--- src/rtl/cmdfrm_pkg.sv ---
package cmdfrm_pkg;
  localparam int IDX_W    = 10;
  localparam int DATA_W   = 8;
  localparam int CRC_W    = 4;
  localparam int RESP_W   = DATA_W + CRC_W;
  localparam int CMD_MAX  = IDX_W + 1;
  localparam int STR_W    = CMD_MAX + DATA_W;
  localparam int FRAME_W  = STR_W + CRC_W;
  localparam int LEN_W    = $clog2(FRAME_W + 1);
  localparam int SIZE_W   = IDX_W + 1;

  typedef struct packed {
    logic              known;
    logic [LEN_W-1:0]  cmd_w;
    logic [SIZE_W-1:0] size;
  } card_cfg_t;

  typedef enum logic [1:0] {ST_IDLE, ST_RUN, ST_RESP} fsm_t;
endpackage

--- src/rtl/cmdfrm_card_dec.sv ---
module cmdfrm_card_dec
  import cmdfrm_pkg::*;
(
  input  logic [7:0] card_type,
  output card_cfg_t  cfg
);
  always_comb begin
    cfg = '0;
    unique case (card_type)
      8'h0D: begin cfg.known = 1'b1; cfg.cmd_w = LEN_W'(6);  cfg.size = SIZE_W'(22);   end
      8'h1D: begin cfg.known = 1'b1; cfg.cmd_w = LEN_W'(9);  cfg.size = SIZE_W'(256);  end
      8'h3D: begin cfg.known = 1'b1; cfg.cmd_w = LEN_W'(11); cfg.size = SIZE_W'(1024); end
      default: cfg = '0;
    endcase
  end
endmodule

--- src/rtl/cmdfrm_crc4.sv ---
module cmdfrm_crc4 #(
  parameter int              W    = 4,
  parameter logic [W-1:0]    POLY = 4'hC,
  parameter logic [W-1:0]    INIT = 4'h5
) (
  input  logic         clk,
  input  logic         rst_n,
  input  logic         init,
  input  logic         en,
  input  logic         bit_in,
  output logic [W-1:0] crc
);
  logic         fb;
  logic [W-1:0] crc_nxt;

  always_comb begin
    fb      = crc[0] ^ bit_in;
    crc_nxt = (crc >> 1) ^ (fb ? POLY : '0);
  end

  always_ff @(posedge clk or negedge rst_n) begin
    if (!rst_n)    crc <= INIT;
    else if (init) crc <= INIT;
    else if (en)   crc <= crc_nxt;
  end

  AST_CRC_HOLD: assert property (@(posedge clk) disable iff (!rst_n)
    (!init && !en) |=> $stable(crc));
endmodule

--- src/rtl/cmdfrm_pack.sv ---
module cmdfrm_pack
  import cmdfrm_pkg::*;
(
  input  logic               wr,
  input  logic               err,
  input  logic [LEN_W-1:0]   cmd_w,
  input  logic [IDX_W-1:0]   idx,
  input  logic [DATA_W-1:0]  data,
  input  logic [CRC_W-1:0]   crc,
  output logic [FRAME_W-1:0] frame,
  output logic [LEN_W-1:0]   len
);
  logic [CMD_MAX-1:0] cmd;

  always_comb begin
    cmd = {idx, ~wr};
    if (err) begin
      frame = '0;
      len   = '0;
    end else if (wr) begin
      frame = FRAME_W'(cmd)
            | (FRAME_W'(data) << cmd_w)
            | (FRAME_W'(crc) << (cmd_w + LEN_W'(DATA_W)));
      len   = cmd_w + LEN_W'(DATA_W + CRC_W);
    end else begin
      frame = FRAME_W'(cmd);
      len   = cmd_w;
    end
  end
endmodule

--- src/rtl/cmdfrm_asm.sv ---
module cmdfrm_asm
  import cmdfrm_pkg::*;
#(
  parameter logic [CRC_W-1:0] CRC_POLY  = 4'hC,
  parameter logic [CRC_W-1:0] CRC_INIT  = 4'h5,
  parameter int               LOCK_MAX  = 4
) (
  input  logic               clk,
  input  logic               rst_n,
  input  logic               req_valid,
  output logic               req_ready,
  input  logic [7:0]         req_card_type,
  input  logic               req_write,
  input  logic [IDX_W-1:0]   req_index,
  input  logic [DATA_W-1:0]  req_data,
  input  logic [RESP_W-1:0]  req_resp,
  output logic               rsp_valid,
  input  logic               rsp_ready,
  output logic [FRAME_W-1:0] rsp_frame,
  output logic [LEN_W-1:0]   rsp_len,
  output logic [DATA_W-1:0]  rsp_byte,
  output logic               rsp_crc_err,
  output logic               rsp_type_err,
  output logic               rsp_range_err,
  output logic               rsp_lock_err,
  output logic               crc_done
);
  fsm_t               state;
  card_cfg_t          cfg_in;
  logic               accept, t_err, r_err, l_err;
  logic [DATA_W-1:0]  dsel;
  logic [STR_W-1:0]   str_in, sreg;
  logic [LEN_W-1:0]   cnt, cmdw_q;
  logic               wr_q, terr_q, rerr_q, lerr_q, any_err;
  logic [IDX_W-1:0]   idx_q;
  logic [DATA_W-1:0]  data_q;
  logic [RESP_W-1:0]  resp_q;
  logic [CRC_W-1:0]   crc;

  cmdfrm_card_dec u_dec (.card_type(req_card_type), .cfg(cfg_in));

  assign req_ready = (state == ST_IDLE);
  assign accept    = req_valid && req_ready;

  always_comb begin
    t_err  = !cfg_in.known;
    r_err  = cfg_in.known && ({1'b0, req_index} >= cfg_in.size);
    l_err  = cfg_in.known && !r_err && req_write && (req_index <= IDX_W'(LOCK_MAX));
    dsel   = req_write ? req_data : req_resp[DATA_W-1:0];
    str_in = (STR_W'(dsel) << cfg_in.cmd_w) | STR_W'({req_index, ~req_write});
  end

  always_ff @(posedge clk or negedge rst_n) begin
    if (!rst_n) begin
      state    <= ST_IDLE;
      sreg     <= '0;
      cnt      <= '0;
      cmdw_q   <= '0;
      wr_q     <= 1'b0;
      terr_q   <= 1'b0;
      rerr_q   <= 1'b0;
      lerr_q   <= 1'b0;
      idx_q    <= '0;
      data_q   <= '0;
      resp_q   <= '0;
      crc_done <= 1'b0;
    end else begin
      crc_done <= 1'b0;
      unique case (state)
        ST_IDLE: if (accept) begin
          sreg   <= str_in;
          cnt    <= cfg_in.cmd_w + LEN_W'(DATA_W);
          cmdw_q <= cfg_in.cmd_w;
          wr_q   <= req_write;
          terr_q <= t_err;
          rerr_q <= r_err;
          lerr_q <= l_err;
          idx_q  <= req_index;
          data_q <= req_data;
          resp_q <= req_resp;
          state  <= (t_err || r_err || l_err) ? ST_RESP : ST_RUN;
        end
        ST_RUN: begin
          sreg <= sreg >> 1;
          cnt  <= cnt - LEN_W'(1);
          if (cnt == LEN_W'(1)) begin
            state    <= ST_RESP;
            crc_done <= 1'b1;
          end
        end
        ST_RESP: if (rsp_ready) state <= ST_IDLE;
        default: state <= ST_IDLE;
      endcase
    end
  end

  cmdfrm_crc4 #(.W(CRC_W), .POLY(CRC_POLY), .INIT(CRC_INIT)) u_crc (
    .clk(clk), .rst_n(rst_n), .init(accept), .en(state == ST_RUN),
    .bit_in(sreg[0]), .crc(crc)
  );

  assign any_err = terr_q || rerr_q || lerr_q;

  cmdfrm_pack u_pack (
    .wr(wr_q), .err(any_err), .cmd_w(cmdw_q), .idx(idx_q), .data(data_q),
    .crc(crc), .frame(rsp_frame), .len(rsp_len)
  );

  assign rsp_valid     = (state == ST_RESP);
  assign rsp_type_err  = rsp_valid && terr_q;
  assign rsp_range_err = rsp_valid && rerr_q;
  assign rsp_lock_err  = rsp_valid && lerr_q;
  assign rsp_byte      = (rsp_valid && !wr_q && !any_err) ? resp_q[DATA_W-1:0] : '0;
  assign rsp_crc_err   = rsp_valid && !wr_q && !any_err && (crc != resp_q[RESP_W-1:DATA_W]);

  AST_HOLD_STALL: assert property (@(posedge clk) disable iff (!rst_n)
    (rsp_valid && !rsp_ready) |=> (rsp_valid && $stable(rsp_frame) && $stable(rsp_len)
                                   && $stable(rsp_crc_err) && $stable(rsp_byte)));
  AST_ERR_NO_FRAME: assert property (@(posedge clk) disable iff (!rst_n)
    (rsp_valid && (rsp_type_err || rsp_range_err || rsp_lock_err)) |-> (rsp_len == '0));
  AST_ONE_FLAG: assert property (@(posedge clk) disable iff (!rst_n)
    rsp_valid |-> $onehot0({rsp_type_err, rsp_range_err, rsp_lock_err, rsp_crc_err}));
  AST_DONE_EDGE: assert property (@(posedge clk) disable iff (!rst_n)
    crc_done |-> (rsp_valid && !$past(rsp_valid)));
  AST_BUSY_BLOCK: assert property (@(posedge clk) disable iff (!rst_n)
    (state == ST_RUN) |-> !req_ready);
endmodule

--- config.mk ---
export PLATFORM = sky130hd
export DESIGN_NAME = cmdfrm_asm
export DESIGN_NICKNAME = d
export VERILOG_FILES = /design/src/rtl/cmdfrm_pkg.sv /design/src/rtl/cmdfrm_card_dec.sv /design/src/rtl/cmdfrm_crc4.sv /design/src/rtl/cmdfrm_pack.sv /design/src/rtl/cmdfrm_asm.sv
export SDC_FILE = /design/constraint.sdc
export NUM_CORES = 1
export LEC_CHECK = 0
export BUFFER_PORTS_ARGS = -buffer_cell sky130_fd_sc_hd__clkbuf_2
export CORE_MARGIN = 1
export CORE_UTILIZATION = 55
export CTS_CLUSTER_DIAMETER = 100
export DETAILED_ROUTE_END_ITERATION = 16
export PLACE_DENSITY = 0.87
export SYNTH_ARGS = -nofsm -noshare
export SYNTH_HDL_FRONTEND = slang
export SYNTH_SLANG_ARGS = --single-unit
--- constraint.sdc ---
create_clock -name clk -period 2.98 [get_ports clk]
set_clock_uncertainty 0.05 [all_clocks]
set_input_delay 0 -clock clk [delete_from_list [all_inputs] [get_ports clk]]
set_output_delay 0 -clock clk [all_outputs]
set_load 0.005 [all_outputs]
# Word level (Yosys, flattened, before mapping)
# Index checks and enable logic that the tools add are counted.
# word_totals
wordCells,85
inputBits,43
register_bits,70
output_inout_bits,43
# op_classes
add_sub_neg,4
shift,3
magnitude_cmp,2
bitwise,7
n_reduce_logical,25
n_eq_ne,10
mux,21
# op_table
op,count
17-bit case mux with 3 select lines,1
23-bit two-way mux,2
19-bit case mux with 2 select lines,1
11-bit by 23-bit OR with 23-bit output,1
23-bit OR,1
4-bit by 5-bit << shifter with 23-bit output,1
8-bit by 5-bit << shifter with 23-bit output,1
19-bit two-way mux,1
19-bit by 11-bit OR with 19-bit output,1
8-bit by 5-bit << shifter with 19-bit output,1
8-bit two-way mux,2
5-bit by 4-bit adder with 5-bit output (second input constant),3
5-bit two-way mux,3
4-bit two-way mux,3
10-bit by 11-bit >= comparator with 1-bit output,1
1-bit logical AND,11
10-bit by 3-bit less-or-equal comparator with 1-bit output (second input constant),1
5-bit case mux with 2 select lines,1
8-bit by 4-bit == test with 1-bit output (second input constant),1
8-bit by 5-bit == test with 1-bit output (second input constant),1
8-bit by 6-bit == test with 1-bit output (second input constant),1
2-bit two-way mux,4
2-bit case mux with 3 select lines,1
5-bit by 1-bit == test with 1-bit output (second input constant),1
other kinds (16),27

# Depth between registers and ports, before layout
# logic_depth
depth_word,12
ltp_mapped,10
mapped_depth_nobuf,10

# Cells and area by module
# Synthesis repeated with hierarchy kept, for this count alone.
# hier_totals
hier_cells,656
hier_area_um2,5465.2
# by_module_without_submodules
module,area_each_um2,seq_area_each_um2,cells_each,instances
cmdfrm_asm,3923.8,1651.6,452,1
cmdfrm_pack,1187.4,0.0,165,1
cmdfrm_crc4,190.2,102.6,14,1
cmdfrm_card_dec,163.9,0.0,25,1

# Worst setup path after synthesis
# Ideal clock, no wire load.
# synth_timing
kind,input-to-reg
start,in req_card_type[7]
end,reg lerr_q
required_time_ns,2.835
cell_stages,10
n_path_buf,0
slack_ns,0.903
setup_time_ns,0.095
t_arrival_ns,1.931
cell_sequence,or2_4 > or2_4 > nor3_2 > inv_1 > ha_1 > nor2b_1 > o41ai_1 > a211o_1 > inv_1 > o31ai_1
# synth_via
elab_chain_len,8
elab_cells_between_ends,10
classes_between,1 x order compare; 3 x eq/ne; 1 x mux; 5 x reduce/logical
# synth_lines
element,line_no,source
from (decl),cmdfrm_asm.sv:12,"input logic [7:0] req_card_type,"
"8-bit by 6-bit == test with 1-bit output, or another cell as far along",cmdfrm_card_dec.sv:9,unique case (card_type)
17-bit case mux with 3 select lines (*),cmdfrm_card_dec.sv:9,
10-bit by 11-bit >= comparator with 1-bit output,cmdfrm_asm.sv:47,"r_err = cfg_in.known && ({1'b0, req_index} >= cfg_in.size);"
1-bit logical AND,cmdfrm_asm.sv:47,
1-bit logical NOT,cmdfrm_asm.sv:48,l_err = cfg_in.known && !r_err && req_write && (req_index <= IDX_W'(LOCK_MAX));
1-bit logical AND (*) (3 in series),cmdfrm_asm.sv:48,
to (signal assigned),cmdfrm_asm.sv:77,lerr_q <= l_err;
to (decl),cmdfrm_asm.sv:34,"logic wr_q, terr_q, rerr_q, lerr_q, any_err;"
# Mark *: on every way between the ends. The rest lies on a longest branch, timed or not.
# A chain may end at the register's enable or synchronous reset.

# Final worst setup path
# layout_timing
start,reg rerr_q
end,out rsp_crc_err
# layout_via
elab_chain_len,5
# layout_lines
element,line_no,source
from (decl),cmdfrm_asm.sv:34,
from (signal assigned),cmdfrm_asm.sv:76,rerr_q <= r_err;
1-bit logical OR (2 in series),cmdfrm_asm.sv:102,assign any_err = terr_q || rerr_q || lerr_q;
1-bit logical NOT,cmdfrm_asm.sv:114,assign rsp_crc_err = rsp_valid && !wr_q && !any_err && (crc != resp_q[RESP_W-1:DATA_W]);
1-bit logical AND (2 in series),cmdfrm_asm.sv:114,
to (decl),cmdfrm_asm.sv:22,"output logic rsp_crc_err,"
# Every way passes these cells.

==> results.ini <==
[sta]
drv_slew = 0
fmax_mhz = 416
setup_viol = 0
slew_headroom = 0.317
rsz0062_at_grt = no
worst_pin_slew_ns = 1.02
fin_crit_ns = 2.40
timing.final.ws_setup_ns = 0.579
post-route-period-util = 0.806
finalHoldViolCount = 0
tns_ns = 0

[clock_network]
cts_tree = done
cts_buffer_depth = 2
htreeDepth = 3
cts_root_buf = clkbuf_8
clock_latency_ns = 0.36
cts.sinks = 68
cts_made_buffers = 9
clk_pin_slew_worst_paths_ns = 0.08
cts_resized = 0

[global_route]
grt_pass1_vias = 4334
track_usage = 0.326
grt_max_degree = 38
antenna_found_initial = 0
grt_pass1_wl_um = 21000
overflow = 0

[synth]
syn_area_per_cell_um2 = 8.11
synth_top_family_by_area = simple AND/OR/NAND/NOR gates
synth_xor_area_frac = 0.0162
synth_top_area_frac = 0.383
netlist_instances = 532
synthAdderAreaFrac = 0.0203
synthTopCellsByArea = dfrtp_1, nand2_1, a21oi_1
synth_compound_area_frac = 0.175
synth_cell_type_count = 62
synth-simple-area-share = 0.274
synth-edff-count = 0
ys_seq_elements = 68
synthesis.nets = 582
synth_area_um2 = 4320
yosys_warnings = 0
seq_area_frac_synth = 0.395
async_flop_share = 1.00
synth_mux_area_frac = 0.0609
synth_ff_type = dfrtp_1
yosysTopAreaCell = dfrtp_1

[place]
port-buffer-count = 85
hpwlAfterDp_um = 8450
dpl.cell_count = 685
pre_cts_slack_ns = 0.435
routabilityCongestion = 0.925

[layout]
instances_no_fill = 733
final_cell_mix = nand2_1, clkbuf_2, dfrtp_1, nor2_1, a21oi_1
nets = 679
syn2layout_area_growth_pct = 22.3
diodes = 0
multiInputGateArea_um2 = 2370
final_common_cell = nand2_1
seqCellArea_um2 = 1700
drive_gt1_frac = 0.222
fillers = 545

[setup_path]
endpoint = rsp_crc_err
reg2reg_slack_ns = 0.77
r2r-end = sreg[3]
startpoint = rerr_q
rr_startpoint = state[0]
critical_path_class = reg2out
critPathMaxStageDelay_ns = 0.60
required_ns = 2.93
cp.arrival_ns = 2.35
critPathLaunchType = flop
r2r_cells = 4
critPathSlowestCell = or3_1
crit_chain = or3_1 -> nor3b_2 -> o41a_1 -> clkbuf_2
cp-end-kind = output port
crit_fanout = 13

[routing]
vias = 4477
viasPerCell = 6.11
m1WireLength_um = 4940
drc = 0
drt_iter0_markers = 497
ant_nets = 0
wl_per_cell_um = 17.4
top_layer = met4
met2_length_um = 6190
drt_first_pass_iters = 7
routed_wl_um = 12800
route.met3.wl_um = 1060

[pwr]
p_total_mw = 2.60
ir_drop_uv = 302
p_leak_nw = 2.46
p_per_area_nw_per_um2 = 492

[floorplan]
io_pins = 86
die_y_um = 90.6
initial_core_util = 0.583
core_um2 = 7410
dieWidth_um = 90.6
rows = 31
die_area_um2 = 8200

[worst_hold_path]
min_path_type = in2reg

[job]
drv_cap = 0

[run_status]
outcome = completed

==> area by class of cell <==
cell class / count / share of cell area
multi-input combinational: 416 / 0.448
sequential: 68 / 0.323
timing repair buffer: 123 / 0.152
clock buffer: 10 / 0.0242
tap: 99 / 0.0235
clock inverter: 6 / 0.0213
inverter: 11 / 0.00782
==> per-stage QoR <==
stage / instance area, µm² / hold slack (ns) / util
final: 5280 / 0.0785 / 0.713
after global routing: 5280 / 0.0931 / 0.713
after CTS: 5280 / 0.0600 / 0.713
after detailed placement: 4720 / 0.0899 / 0.637
after global placement: 4720 / 0.0737 / 0.637
after floorplan: 4320 / -0.346 / -
==> cells in the mapped netlist (all sizes together) (2+ instances only) <==
| master | instances |
|---|---|
| a31oi | 9 |
| or3b | 2 |
| nor2b | 7 |
| mux2i | 12 |
| nor3 | 18 |
| dfstp | 2 |
| nor2 | 49 |
| or2 | 2 |
| nand2b | 4 |
| mux2 | 12 |
| o21ba | 2 |
| or3 | 2 |
| xor2 | 6 |
| clkbuf | 15 |
| nand3 | 16 |
| o211ai | 3 |
| and3b | 2 |
| a22oi | 3 |
| nand3b | 2 |
| inv | 10 |
| o22ai | 4 |
| a221o | 2 |
| nand2 | 135 |
| xnor2 | 2 |
| and2 | 13 |
| dfrtp | 66 |
| o21ai | 37 |
| nor3b | 3 |
| o21a | 2 |
| buf | 22 |
| a21oi | 36 |
| a211oi | 10 |
| ha | 7 |
==> report_power, final <==
part / switching, mW / total (mW) / internal [mW]
clock network: 0.372 / 0.929 / 0.558
registers: 0.108 / 1.16 / 1.05
logic: 0.303 / 0.513 / 0.210
total: 0.783 / 2.60 / 1.82
==> registers in the layout (all words and copies together), names as in the netlist <==
| register | count |
|---|---|
| lerr_q | 1 |
| sreg | 19 |
| resp_q | 12 |
| cnt | 5 |
| wr_q | 1 |
| data_q | 8 |
| u_crc.crc | 4 |
| terr_q | 1 |
| idx_q | 10 |
| crc_done | 1 |
| cmdw_q | 3 |
| rerr_q | 1 |
| state | 2 |
==> worst max-delay path, delay by kind of cell (launching register included) <==
kind,cells,cell delay (ns)
flip-flops,1,0.43
AO/OA/AOI/OAI,1,0.25
AND/OR/NAND/NOR,2,1.19
buffers and inverters,1,0.11
==> timing repair <==
action	CTS	global route
setup buffers	0	0
hold endpoints to repair	68	0
hold buffers	32	0
==> cells by family after synthesis <==
group	after synthesis
and+or+nand+nor	258
AOI/OAI and AO/OA	119
DFF	68
buffers and inverters	48
muxes	24
xor gates and xnor gates	8
adders and majority gates	7
==> worst min path at each step <==
stage	startpoint	end	slack (ns)	cells past startpoint
3_3_place_gp	rst_n	state[0]	0.07	1
5_1_grt	req_card_type[6]	sreg[18]	0.09	5
4_1_cts	req_write	wr_q	0.06	3
3_5_place_dp	rst_n	state[0]	0.09	1
6_report	req_valid	sreg[7]	0.08	5
2_1_floorplan	rst_n	cmdw_q[0]	-0.35	0
==> metal layers <==
metal / global-route usage / vias up
li1: - / 2014
met1: 0.392 / 2112
met2: 0.522 / 291
met3: 0.0682 / 60
met4: 0.224 / 0
met5: 0 / -
Power figures use the tool's default switching activity.
